`src/rtl/spi_master_engine.sv`:
```
module spi_master_engine #(
  parameter int DW = 8,
  parameter int PW = 8
) (
  input  logic          clk,
  input  logic          rst_n,
  input  logic          wr_en,
  input  logic [DW-1:0] wr_data,
  input  logic          rd_ack,
  input  logic          irq_clr,
  input  logic          wcol_clr,
  input  logic          cpol,
  input  logic          early_out,
  input  logic          smp_end,
  input  logic [2:0]    rate_sel,
  input  logic [PW-1:0] tmr_period,
  input  logic          sdo_en,
  input  logic          sdi,
  output logic          sck,
  output logic          sdo,
  output logic          sdo_oe,
  output logic [DW-1:0] rd_data,
  output logic          busy,
  output logic          done_irq,
  output logic          rx_full,
  output logic          wcol
);
  localparam int BW = (DW > 1) ? $clog2(DW) : 1;
  localparam int CW = PW + 1;

  logic [CW-1:0] half_len, cnt;
  logic [BW-1:0] bit_idx;
  logic [DW-1:0] tx_sh, rx_sh, rx_buf;
  logic          phase, sdo_q;

  always_comb begin
    case (rate_sel)
      3'd0:    half_len = CW'(2);
      3'd1:    half_len = CW'(4);
      3'd2:    half_len = CW'(8);
      3'd3:    half_len = CW'(32);
      default: half_len = {1'b0, tmr_period} + CW'(1);
    endcase
  end

  wire bad_period = rate_sel[2] && (tmr_period == '0);
  wire start      = wr_en && !busy && !bad_period;
  wire tick       = busy && (cnt == half_len - CW'(1));
  wire last_bit   = (bit_idx == BW'(DW - 1));
  wire [DW-1:0] rx_next = {rx_sh[DW-2:0], sdi};

  assign sck     = cpol ^ (busy & (early_out ? phase : ~phase));
  assign sdo     = sdo_q;
  assign sdo_oe  = sdo_en;
  assign rd_data = rx_buf;

  always_ff @(posedge clk) begin
    if (!rst_n) begin
      busy     <= 1'b0;
      cnt      <= '0;
      phase    <= 1'b0;
      bit_idx  <= '0;
      tx_sh    <= '0;
      rx_sh    <= '0;
      rx_buf   <= '0;
      sdo_q    <= 1'b0;
      done_irq <= 1'b0;
      rx_full  <= 1'b0;
      wcol     <= 1'b0;
    end else begin
      if (rd_ack)   rx_full  <= 1'b0;
      if (irq_clr)  done_irq <= 1'b0;
      if (wcol_clr) wcol     <= 1'b0;
      if (wr_en && busy) wcol <= 1'b1;

      if (start) begin
        busy    <= 1'b1;
        cnt     <= '0;
        phase   <= 1'b0;
        bit_idx <= '0;
        tx_sh   <= wr_data;
        sdo_q   <= wr_data[DW-1];
      end else if (busy) begin
        cnt <= tick ? '0 : cnt + CW'(1);
        if (tick) begin
          if (!phase) begin
            phase <= 1'b1;
            if (!smp_end) rx_sh <= rx_next;
          end else begin
            phase <= 1'b0;
            if (smp_end) rx_sh <= rx_next;
            if (last_bit) begin
              busy     <= 1'b0;
              rx_buf   <= smp_end ? rx_next : rx_sh;
              done_irq <= 1'b1;
              rx_full  <= 1'b1;
            end else begin
              bit_idx <= bit_idx + BW'(1);
              tx_sh   <= tx_sh << 1;
              sdo_q   <= tx_sh[DW-2];
            end
          end
        end
      end
    end
  end
endmodule

```
`config.mk`:
```
export PLATFORM = sky130hd
export DESIGN_NAME = spi_master_engine
export DESIGN_NICKNAME = d
export VERILOG_FILES = /design/src/rtl/spi_master_engine.sv
export SDC_FILE = /design/constraint.sdc
export NUM_CORES = 1
export LEC_CHECK = 0
export ABC_CLOCK_PERIOD_IN_PS = 2900
export BUFFER_PORTS_ARGS = -buffer_cell sky130_fd_sc_hd__buf_2
export CAP_MARGIN = 10
export CELL_PAD_IN_SITES_DETAIL_PLACEMENT = 0
export CELL_PAD_IN_SITES_GLOBAL_PLACEMENT = 1
export CORE_UTILIZATION = 38
export CTS_CLUSTER_DIAMETER = 30
export DETAILED_ROUTE_END_ITERATION = 16
export GPL_ROUTABILITY_DRIVEN = 0
export PLACE_DENSITY_LB_ADDON = 0.1
export SYNTH_ARGS = -nofsm -noshare
export SYNTH_HDL_FRONTEND = slang
export SYNTH_SLANG_ARGS = --single-unit
```
`constraint.sdc`:
```
create_clock -name clk -period 2.9 [get_ports clk]
set_input_delay 0.58 -clock clk [delete_from_list [all_inputs] [get_ports clk]]
set_output_delay 0.58 -clock clk [all_outputs]
set_load 0.005 [all_outputs]
```
==> Implementation_results.wiki, run 1 <==
{| class="wikitable"
! Metric !! Value
|-
| Top achievable clock speed || 0.349 GHz
|-
| Detailed router's first-iteration violation count || 76
|-
| WP data required || 3.09 ns
|-
| Worst Max-Slew Pin Slew || 0.549 ns
|-
| Setup Viol. Count Final || 0
|-
| Number of synthesized register bits || 41
|-
| Startpoint type of the worst setup path || input port
|-
| Aggregate global-route resource usage || 18.0%
|-
| Number of enable flip-flop cells after synthesis || 0
|-
| Max_slew headroom || 63.4%
|-
| Count of antenna diodes in the layout || 0
|-
| Dpl cell area || 3030 sq um
|-
| Layout overhead on the synthesized area || 27.0%
|-
| Switching share of power || 27.1%
|-
| Cell taking the most area after synthesis || dfxtp_1
|-
| Clock Sinks || 41
|-
| Largest incremental delay on the critical path || 0.60 ns
|-
| Nature of the critical path endpoint || flop
|-
| Number of port buffers || 42
|-
| Standard-cell rows || 29
|-
| Final Hold Viols || 0
|-
| Share of the clock period used by the worst path || 98.9%
|-
| Critical path class || input port to flop
|-
| Number of warnings issued by yosys || 0
|-
| Number of vias after detailed routing || 2344
|-
| Most utilized layer in the global route result || met2
|-
| Combinational family with the most area after synthesis || simple AND/OR/NAND/NOR gates
|-
| CTS Hold Bufs || 0
|-
| Worst hold-check path type || flop to flop
|-
| Max-Cap Viols || 0
|-
| Total clock buffers created by CTS || 5
|-
| Proportion of synthesized flip-flops having asynchronous set or reset || 0%
|-
| Leakage Power || 1.38 nW
|-
| Data arrival time of the critical path || 3.06 ns
|-
| Std-Cell Core Area || 6420 sq um
|-
| Int Power || 0.000955 W
|-
| GR met2 Demand/Resource || 27.6%
|-
| Total overflow reported by the global router || 0
|-
| Post-Synthesis Cell Area || 2570 sq um
|-
| Fraction of the mapped netlist area in compound gates || 17.0%
|-
| Die Y-Extent || 84.2 um
|-
| Fill cell instance count of the final layout || 627
|-
| Reported net switching power || 0.000355 W
|-
| Share of Yosys cell area claimed by the top area cell type || 32.0%
|-
| Total non-filler cell area in the finished layout || 3260 sq um
|-
| Most instantiated library cell after synthesis || dfxtp_1
|-
| Portion of netlist area occupied by mux cells || 11.8%
|-
| Total wirelength of the detailed-routed design || 6120 um
|-
| Most used flip-flop cell after synthesis || dfxtp_1
|-
| Part of the power in combinational logic || 19.6%
|-
| GRT met1 Usage || 26.2%
|-
| Crit path cell chain || buf_8 > inv_4 > ha_4 > a21oi_2 > ha_2 > xor2_1 > xnor2_1 > a2111oi_4 > nand2_2 > or4b_4 > o21a_1 > o21ba_1
|-
| Clock insertion delay at the later pin of the skew report || 0.30 ns
|-
| Violated checks || design-rule violations
|-
| Largest delay share family, worst path || compound AO/OA/AOI/OAI gates
|-
| Root buffer cell || clkbuf_8
|-
| Post-Synth Adder-Cell Area || 2.92%
|-
| Initial standard-cell utilization of the core || 40.0%
|-
| Post-Place Setup Slack || -0.365 ns
|-
| Top cells by area, synth || dfxtp_1, mux2i_1, xnor2_1
|-
| Worst voltage drop across the vdd grid || 0.000220 V
|-
| Max FO, Critical Path || 5
|-
| Leading post-synthesis cells by instance count || dfxtp_1, nand2_1, nor2_1
|-
| Final critical-path setup slack || 0.0314 ns
|-
| Total area of multi-input combinational cells || 1700 sq um
|-
| Synthesized area per cell || 8.59 sq um
|-
| Area share of and/or/nand/nor cells after synthesis || 24.3%
|-
| Antenna violations before repair || 0
|-
| Die Span X || 84.2 um
|-
| Sequential element share of the synthesized area || 32.0%
|-
| Utilization after layout || 50.8%
|-
| Syn Nets || 335
|-
| Detailed-route wire length per cell || 13.9 um
|-
| Buffering stage count on the worst path with inverters included || 2
|-
| Crit path max-delay cell type || or4b_4
|-
| Synth cell types || 62
|-
| Final worst path period need || 2.87 ns
|-
| Number of top-level design ports || 45
|-
| Drt via density || 5.32
|-
| Final Net Count || 399
|-
| Sequential share of power || 44.5%
|-
| Clock skew || 0.00653 ns
|-
| Area of the die || 7090 sq um
|-
| DRT Pass-1 Iters || 12
|-
| DRC violations left || 4
|-
| Antenna violation net count after detailed routing || 0
|-
| Number of global-route vias before repair || 2141
|-
| Total area of sequential cells || 821 sq um
|-
| Result of the run || finished, violations left
|-
| Detailed-placement wirelength estimate || 4590 um
|-
| Setup repair after global routing missed its margin || true
|-
| Cells after synthesis || 299
|-
| Fraction of final layout cells with drive strength greater than 1 || 34.6%
|-
| Clk slew on worst S/H paths || 0.08 ns
|-
| Share of total power in the clock network || 35.8%
|-
| CTS H-tree depth || 2
|-
| Maximum number of pins on one net before global-route repair || 19
|-
| Synthesized-area fraction occupied by xor and xnor cells || 7.16%
|-
| TritonCTS clock tree || done
|-
| Wire length of the first global-routing pass || 10200 um
|-
| Power Dens Cells || 402 nW/um^2
|-
| Number of pins with negative max-slew slack in the final report || 0
|-
| Global-route met3 utilization || 3.15%
|-
| Max Buffers Root-to-Sink || 2
|}
## power by group through the flow
stage          clock [W]  combinational (W)  sequential [W]
3_5_place_dp           0           0.000240        0.000596
5_1_grt         0.000509           0.000283        0.000585
3_3_place_gp           0           0.000239        0.000596
2_1_floorplan          0           0.000147        0.000594
4_1_cts         0.000481           0.000244        0.000582
6_report        0.000469           0.000257        0.000584
## stage by stage
step / total power, W / cells / hold WS (ns) / TNS (ns)
floorplan: 0.000741 / 299 / 0.436 / 0
global placement: 0.000835 / 429 / 0.444 / -5.41
detailed placement: 0.000835 / 429 / 0.457 / -6.66
CTS: 0.00131 / 438 / 0.469 / 0
global route: 0.00138 / 441 / 0.486 / -0.584
finish: 0.00131 / 441 / 0.460 / 0
## registers in the layout, summed over array words and instances (netlist names)
register  count
cnt           9
bit_idx       3
wcol          1
sdo           1
tx_sh         7
done_irq      1
phase         1
rd_data       8
busy          1
rx_sh         8
rx_full       1
## logic make-up after synthesis
group / after synthesis
compound gates: 65
xor+xnor: 21
fa+ha+maj: 6
buf+inv: 26
flops: 41
mux: 29
simple gates: 111
## cell type report
type / count / area share (%)
Clock inverter: 3 / 1.42
Tap cell: 77 / 2.95
Inverter: 6 / 0.844
Sequential cell: 41 / 25.2
Timing Repair Buffer: 76 / 15.3
Multi-Input combinational cell: 233 / 52.2
Clock buffer: 5 / 2.11
## what timing repair did
| item | CTS | global route |
|---|---|---|
| setup buffers | 0 | 3 |
| pin swaps | 1 | 11 |
| endpoints found under the setup margin | 5 | 21 |
| cloned | 1 | 0 |
| resized for setup | 2 | 21 |
## cell usage in the layout, fill, tap and decap left out, types with 10 or more instances in the layout
cell and count:
dfxtp_1 41, buf_2 40, buf_4 32, nand2_1 25, nor2_1 23, a21oi_1 19, mux2i_1 19, xnor2_1 12
mux2_2 10, and3_1 10
## layer usage
| metal | vias to the layer above | routed length, um | share of wire (%) |
|---|---|---|---|
| li1 | 1213 | - | - |
| met1 | 1098 | 3180 | 52 |
| met2 | 28 | 2740 | 45 |
| met3 | 5 | 163 | 2.7 |
| met4 | 0 | 38 | 0.62 |
| met5 | - | 0 | 0 |
## worst reg2reg max path: cells and delay by family, from the launching register on
kind             cells  cell delay, ns
flip-flops           1            0.38
AND/OR/NAND/NOR      3            1.16
AO/OA/AOI/OAI        3            0.77
## worst paths after layout
| check | cells after the start | endpoint | slack [ns] | start |
|---|---|---|---|---|
| worst max-delay path | 12 | bit_idx[0] | 0.03 | tmr_period[0] |
| worst min-delay path | 2 | tx_sh[1] | 0.46 | tx_sh[1] |
| worst max register to register | 6 | bit_idx[0] | 0.50 | cnt[0] |
| worst min register to register | 2 | tx_sh[1] | 0.46 | tx_sh[1] |
No activity file was read; power rests on OpenSTA's default activity.
==> inputs of run 2 (changes only) <==
==> constraint.sdc (replaced) <==
create_clock -name clk -period 2.9 [get_ports clk]
set_input_delay 0.29 -clock clk [delete_from_list [all_inputs] [get_ports clk]]
set_output_delay 0.29 -clock clk [all_outputs]
set_load 0.005 [all_outputs]
==> run 2 against run 1 <==
The flow still finishes with violations (design-rule violations). Wire length down 4.3%. Sequential share of layout area rose by 1.7 points. Power rose by 3.6%. Utilization decreased by 3.3 points. Clock skew grew 0.00064 ns. Count of clock-buffer cells in the layout did not move. Non-clock buffer count decreased by 17. Die area stayed put. Cell area down 6.4%. Sequential power is essentially flat. Worst setup slack gained 0.24 ns. Largest cell class unchanged.
==> Implementation_results.wiki, run 2 (same netlist as run 1, synthesis figures left out) <==
{| class="wikitable"
! Metric !! Value
|-
| Result of the run || finished, violations left (unchanged)
|-
| Violated checks || design-rule violations (unchanged)
|-
| Worst hold-check path type || input port to flop (was flop to flop)
|-
| Setup Viol. Count Final || 0 (unchanged)
|-
| Clk slew on worst S/H paths || 0.09 ns (was 0.08 ns)
|-
| CTS Hold Bufs || 0 (unchanged)
|-
| Setup fix buffers added after clock tree synthesis || 0 (unchanged)
|-
| TritonCTS clock tree || done (unchanged)
|-
| Count of antenna diodes in the layout || 0 (unchanged)
|-
| Max FO, Critical Path || 7 (was 5)
|-
| Most frequent standard cell in the layout excluding fill and tap cells || buf_2 (was dfxtp_1)
|-
| Antenna violations before repair || 0 (unchanged)
|-
| Final Hold Viols || 0 (unchanged)
|-
| Top achievable clock speed || 0.380 GHz (was 0.349 GHz)
|-
| Die Y-Extent || 84.2 um (unchanged)
|-
| Final sum of negative setup slack || 0 ns (unchanged)
|-
| Number of pins with negative max-slew slack in the final report || 0 (unchanged)
|-
| Die Span X || 84.2 um (unchanged)
|-
| Crit path max-delay cell type || or4b_4 (unchanged)
|-
| Number of vias after detailed routing || 2242 (was 2344)
|-
| Critical path class || input port to flop (unchanged)
|-
| WP data required || 3.09 ns (about the same)
|-
| Root buffer cell || clkbuf_8 (unchanged)
|-
| Antenna violation net count after detailed routing || 0 (unchanged)
|-
| Total wirelength of the detailed-routed design || 5860 um (was 6120 um)
|-
| Number of flip-flops under the largest register name || 9 (unchanged)
|-
| Max_slew headroom || 68.7% (was 63.4%)
|-
| Max Buffers Root-to-Sink || 2 (unchanged)
|-
| Setup repair after global routing missed its margin || false (was true)
|-
| Final worst path period need || 2.63 ns (was 2.87 ns)
|-
| Data arrival time of the critical path || 2.82 ns (was 3.06 ns)
|-
| Fraction of final layout cells with drive strength greater than 1 || 26.6% (was 34.6%)
|-
| Maximum number of pins on one net before global-route repair || 19 (unchanged)
|-
| DRC violations left || 6 (was 4)
|-
| Share of the clock period used by the worst path || 90.8% (was 98.9%)
|-
| Total overflow reported by the global router || 0 (unchanged)
|-
| Worst Max-Slew Pin Slew || 0.469 ns (was 0.549 ns)
|-
| Clock skew || 0.00717 ns (was 0.00653 ns)
|-
| Crit path cell chain || buf_2 > inv_1 > ha_1 > a21oi_1 > ha_1 > xor2_1 > xnor2_1 > a2111oi_4 > nand2_2 > or4b_4 > buf_4 > o21ai_1 > a21oi_1 (was buf_8 > inv_4 > ha_4 > a21oi_2 > ha_2 > xor2_1 > xnor2_1 > a2111oi_4 > nand2_2 > or4b_4 > o21a_1 > o21ba_1)
|-
| Standard-cell rows || 29 (unchanged)
|-
| Detailed-placement wirelength estimate || 4370 um (was 4590 um)
|-
| Number of top-level design ports || 45 (unchanged)
|-
| Commonest cells after routing, fill and taps aside || buf_2, dfxtp_1, nand2_1 (was dfxtp_1, buf_2, buf_4)
|-
| Initial standard-cell utilization of the core || 40.0% (unchanged)
|-
| Largest incremental delay on the critical path || 0.61 ns (was 0.60 ns)
|-
| Wire length of the first global-routing pass || 10200 um (about the same)
|-
| Detailed router's first-iteration violation count || 88 (was 76)
|-
| Largest Register || cnt (unchanged)
|-
| Total power consumption of the routed design || 0.00136 W (was 0.00131 W)
|-
| Number of port buffers || 42 (unchanged)
|-
| Fill cell instance count of the final layout || 665 (was 627)
|-
| Layout overhead on the synthesized area || 18.8% (was 27.0%)
|-
| Power Dens Cells || 445 nW/um^2 (was 402 nW/um^2)
|-
| DRT Pass-1 Iters || 10 (was 12)
|-
| Max-Cap Viols || 0 (unchanged)
|-
| Final Net Count || 381 (was 399)
|-
| Nature of the critical path endpoint || flop (unchanged)
|-
| Aggregate global-route resource usage || 17.7% (was 18.0%)
|-
| Utilization after layout || 47.5% (was 50.8%)
|-
| Drt via density || 5.30 (was 5.32)
|-
| Std-Cell Core Area || 6420 sq um (unchanged)
|-
| Clock Sinks || 41 (unchanged)
|-
| Startpoint type of the worst setup path || input port (unchanged)
|-
| Total clock buffers created by CTS || 5 (unchanged)
|-
| Number of global-route vias before repair || 2138 (was 2141)
|-
| Clock insertion delay at the later pin of the skew report || 0.30 ns (about the same)
|-
| CTS H-tree depth || 2 (unchanged)
|-
| Number of gates resized after cts || 0 (was 2)
|-
| Leakage Power || 1.29 nW (was 1.38 nW)
|-
| Area of the die || 7090 sq um (unchanged)
|-
| Worst voltage drop across the vdd grid || 0.000252 V (was 0.000220 V)
|-
| Detailed-route wire length per cell || 13.9 um (about the same)
|}
==> run 2: through the flow <==
step	cell area [sq um]	instances	setup WS (ns)	hold slack (ns)
6_report	3050	423	0.267	0.227
3_3_place_gp	2910	415	-0.00819	0.450
3_5_place_dp	2910	415	-0.0661	0.455
2_1_floorplan	2570	299	0.128	0.429
5_1_grt	3050	423	0.0668	0.218
4_1_cts	3050	423	0.263	0.222
==> run 2: final timing paths <==
path / slack, ns / cells after the start / to / start
worst max-delay path: 0.27 / 13 / tx_sh[6] / tmr_period[0]
worst min-delay path: 0.23 / 3 / tx_sh[0] / wr_data[0]
worst max register to register: 0.51 / 7 / tx_sh[6] / cnt[0]
worst min register to register: 0.46 / 2 / rx_sh[7] / rx_sh[7]
==> run 2: layout make-up <==
cell class	count	area, sq um	area share [%]
Multi-Input combinational cell	232	1620	53.2
Clock buffer	5	68.8	2.26
Sequential cell	41	821	26.9
Timing Repair Buffer	59	350	11.5
Tap cell	77	96.3	3.16
Clock inverter	3	68.8	2.26
Inverter	6	22.5	0.738
==> run 2: critical path, delay by kind of cell <==
kind	cells	cell delay [ns]
compound gates	4	0.68
xor+xnor	2	0.29
fa+ha+maj	2	0.52
buf+inv	3	0.34
simple gates	2	0.70
==> run 2: power breakdown <==
part,switching [W],total [W],internal (W)
clock network,0.000214,0.000560,0.000347
registers,0.0000100,0.000585,0.000575
logic,0.000119,0.000213,0.0000939
total,0.000342,0.00136,0.00102
==> run 2: per-layer routing <==
layer  global-route usage [%]  wire length [um]  vias up
met5                        0                 0        -
li1                         -                 -     1172
met2                     25.6              2390       36
met1                     26.4              3240     1029
met3                     4.33               190        5
met4                     3.92                44        0
==> inputs of run 3 (changes only) <==
- REMOVE_ABC_BUFFERS: not set -> 1
==> run 3 against run 2 <==
Non-clock buffer count fell by 4. Combinational power fell by 3%. Highest routed layer unchanged. Largest cell class unchanged. Via count rose by 0.31%. Wire length barely moved. Sequential cell count did not move. Cell area fell by 3.0%. The run still ends with design-rule violations left. Clock power fell by 31%. Die area did not move. Hold slack improved by 0.0016 ns. Count of clock-buffer cells in the layout did not move.
==> Implementation_results.wiki, run 3 (same netlist as run 1, synthesis figures left out) <==
{| class="wikitable"
! Metric !! Value
|-
| Die Y-Extent || 84.2 um (unchanged)
|-
| Number of flip-flops under the largest register name || 9 (unchanged)
|-
| Final critical-path setup slack || 0.254 ns (was 0.267 ns)
|-
| Std-Cell Core Area || 6420 sq um (unchanged)
|-
| Int Power || 0.000833 W (was 0.00102 W)
|-
| Root buffer cell || clkbuf_8 (unchanged)
|-
| Share of total power in the clock network || 32.9% (was 41.3%)
|-
| Standard-cell rows || 29 (unchanged)
|-
| Number of pins with negative max-slew slack in the final report || 0 (unchanged)
|-
| Sequential share of power || 49.6% (was 43.1%)
|-
| Setup Viol. Count Final || 0 (unchanged)
|-
| Antenna violations before repair || 0 (unchanged)
|-
| Layout overhead on the synthesized area || 15.3% (was 18.8%)
|-
| Max Buffers Root-to-Sink || 2 (unchanged)
|-
| Clock insertion delay at the later pin of the skew report || 0.30 ns (about the same)
|-
| WP data required || 3.09 ns (about the same)
|-
| Most frequent standard cell in the layout excluding fill and tap cells || buf_2 (unchanged)
|-
| Detailed router's first-iteration violation count || 81 (was 88)
|-
| TritonCTS clock tree || done (unchanged)
|-
| Clk slew on worst S/H paths || 0.08 ns (was 0.09 ns)
|-
| Total power consumption of the routed design || 0.00118 W (was 0.00136 W)
|-
| Area of the die || 7090 sq um (unchanged)
|-
| Setup repair after global routing missed its margin || false (unchanged)
|-
| Worst hold-check path type || input port to flop (unchanged)
|-
| Number of global-route vias before repair || 2015 (was 2138)
|-
| Total wirelength of the detailed-routed design || 5860 um (about the same)
|-
| Total overflow reported by the global router || 0 (unchanged)
|-
| Die Span X || 84.2 um (unchanged)
|-
| Number of gates resized after cts || 0 (unchanged)
|-
| Detailed-placement wirelength estimate || 4440 um (was 4370 um)
|-
| Final Hold Viols || 0 (unchanged)
|-
| DRC violations left || 2 (was 6)
|-
| Clock skew || 0.00745 ns (was 0.00717 ns)
|-
| Commonest cells after routing, fill and taps aside || buf_2, dfxtp_1, nand2_1 (unchanged)
|-
| CTS Hold Bufs || 0 (unchanged)
|-
| Maximum number of pins on one net before global-route repair || 19 (unchanged)
|-
| CTS H-tree depth || 2 (unchanged)
|-
| Drt via density || 5.37 (was 5.30)
|-
| Wire length of the first global-routing pass || 9680 um (was 10200 um)
|-
| Part of the power in combinational logic || 17.4% (was 15.7%)
|-
| Critical path class || input port to flop (unchanged)
|-
| Violated checks || design-rule violations (unchanged)
|-
| Number of top-level design ports || 45 (unchanged)
|-
| Power Dens Cells || 398 nW/um^2 (was 445 nW/um^2)
|-
| Switching share of power || 29.3% (was 25.2%)
|-
| Clock Sinks || 41 (unchanged)
|-
| Reported net switching power || 0.000345 W (was 0.000342 W)
|-
| Max_slew headroom || 67.1% (was 68.7%)
|-
| Data arrival time of the critical path || 2.84 ns (was 2.82 ns)
|-
| Result of the run || finished, violations left (unchanged)
|-
| Detailed-route wire length per cell || 14.0 um (was 13.9 um)
|-
| Aggregate global-route resource usage || 17.2% (was 17.7%)
|-
| Max-Cap Viols || 0 (unchanged)
|-
| Leakage Power || 1.24 nW (was 1.29 nW)
|-
| Total non-filler cell area in the finished layout || 2960 sq um (was 3050 sq um)
|-
| Total clock buffers created by CTS || 5 (unchanged)
|-
| Dpl cell area || 2870 sq um (was 2910 sq um)
|-
| Number of vias after detailed routing || 2249 (was 2242)
|-
| Share of the clock period used by the worst path || 91.2% (was 90.8%)
|-
| Final sum of negative setup slack || 0 ns (unchanged)
|-
| Nature of the critical path endpoint || flop (unchanged)
|-
| Number of port buffers || 42 (unchanged)
|-
| Post-Place Setup Slack || -0.124 ns (was -0.0661 ns)
|-
| Final worst path period need || 2.65 ns (was 2.63 ns)
|-
| Antenna violation net count after detailed routing || 0 (unchanged)
|-
| Top achievable clock speed || 0.378 GHz (was 0.380 GHz)
|-
| Startpoint type of the worst setup path || input port (unchanged)
|-
| Count of antenna diodes in the layout || 0 (unchanged)
|-
| Worst voltage drop across the vdd grid || 0.000185 V (was 0.000252 V)
|-
| Largest Register || cnt (unchanged)
|-
| Final Net Count || 377 (was 381)
|-
| DRT Pass-1 Iters || 10 (unchanged)
|-
| WHS || 0.229 ns (was 0.227 ns)
|-
| Fraction of final layout cells with drive strength greater than 1 || 25.7% (was 26.6%)
|-
| Setup fix buffers added after clock tree synthesis || 0 (unchanged)
|-
| Initial standard-cell utilization of the core || 40.0% (unchanged)
|-
| Max FO, Critical Path || 6 (was 7)
|-
| Worst Max-Slew Pin Slew || 0.493 ns (was 0.469 ns)
|}
## run 3: cell types whose count changed in the layout (fill, tap and decap cells not counted)
cell and delta:
buf_4 -3, bufinv_16 -2, buf_12 -1, clkinv_2 +1
clkinvlp_4 +1
## run 3: power by group through the flow
stage	registers, W	clock network [W]	logic [W]
4_1_cts	0.000585	0.000398	0.000207
3_3_place_gp	0.000598	0	0.000205
5_1_grt	0.000587	0.000425	0.000230
6_report	0.000585	0.000388	0.000206
2_1_floorplan	0.000596	0	0.000123
3_5_place_dp	0.000598	0	0.000206
## run 3: worst max-delay path, stage by stage
cell	delay, ns
buf_2	0.12
inv_1	0.06
ha_1	0.32
a21oi_1	0.15
ha_1	0.25
xnor2_1	0.16
a2111oi_4	0.39
nand2_2	0.12
or4b_4	0.61
buf_4	0.18
o21ai_1	0.12
a21oi_1	0.07
## run 3: final timing paths
path,cells past startpoint,start,endpoint,slack [ns]
worst min-delay path,3,wr_data[0],tx_sh[0],0.23
worst min register to register,2,rx_sh[7],rx_sh[7],0.46
worst max-delay path,12,tmr_period[0],tx_sh[1],0.25
worst max register to register,7,cnt[0],tx_sh[1],0.47
## run 3: layout make-up
cell class / instances / area [sq um]
inverter: 6 / 22.5
clock inverter: 3 / 21.3
multi-input combinational: 232 / 1620
timing repair buffer: 55 / 308
fill: 657 / 3460
clock buffer: 5 / 68.8
tap: 77 / 96.3
sequential: 41 / 821
## run 3: metrics by stage
stage / util (%) / std cells
2_1_floorplan: - / 279
3_3_place_gp: 44.7 / 411
3_5_place_dp: 44.7 / 411
4_1_cts: 46.1 / 419
5_1_grt: 46.1 / 419
6_report: 46.1 / 419
## run 3: per-layer routing
layer	vias to the layer above	global-route usage, %	share of wire (%)
met5	-	0	0
met4	0	4.39	0.87
met3	6	4.42	3.9
met2	43	26.2	42
met1	1037	24.2	53
li1	1163	-	-
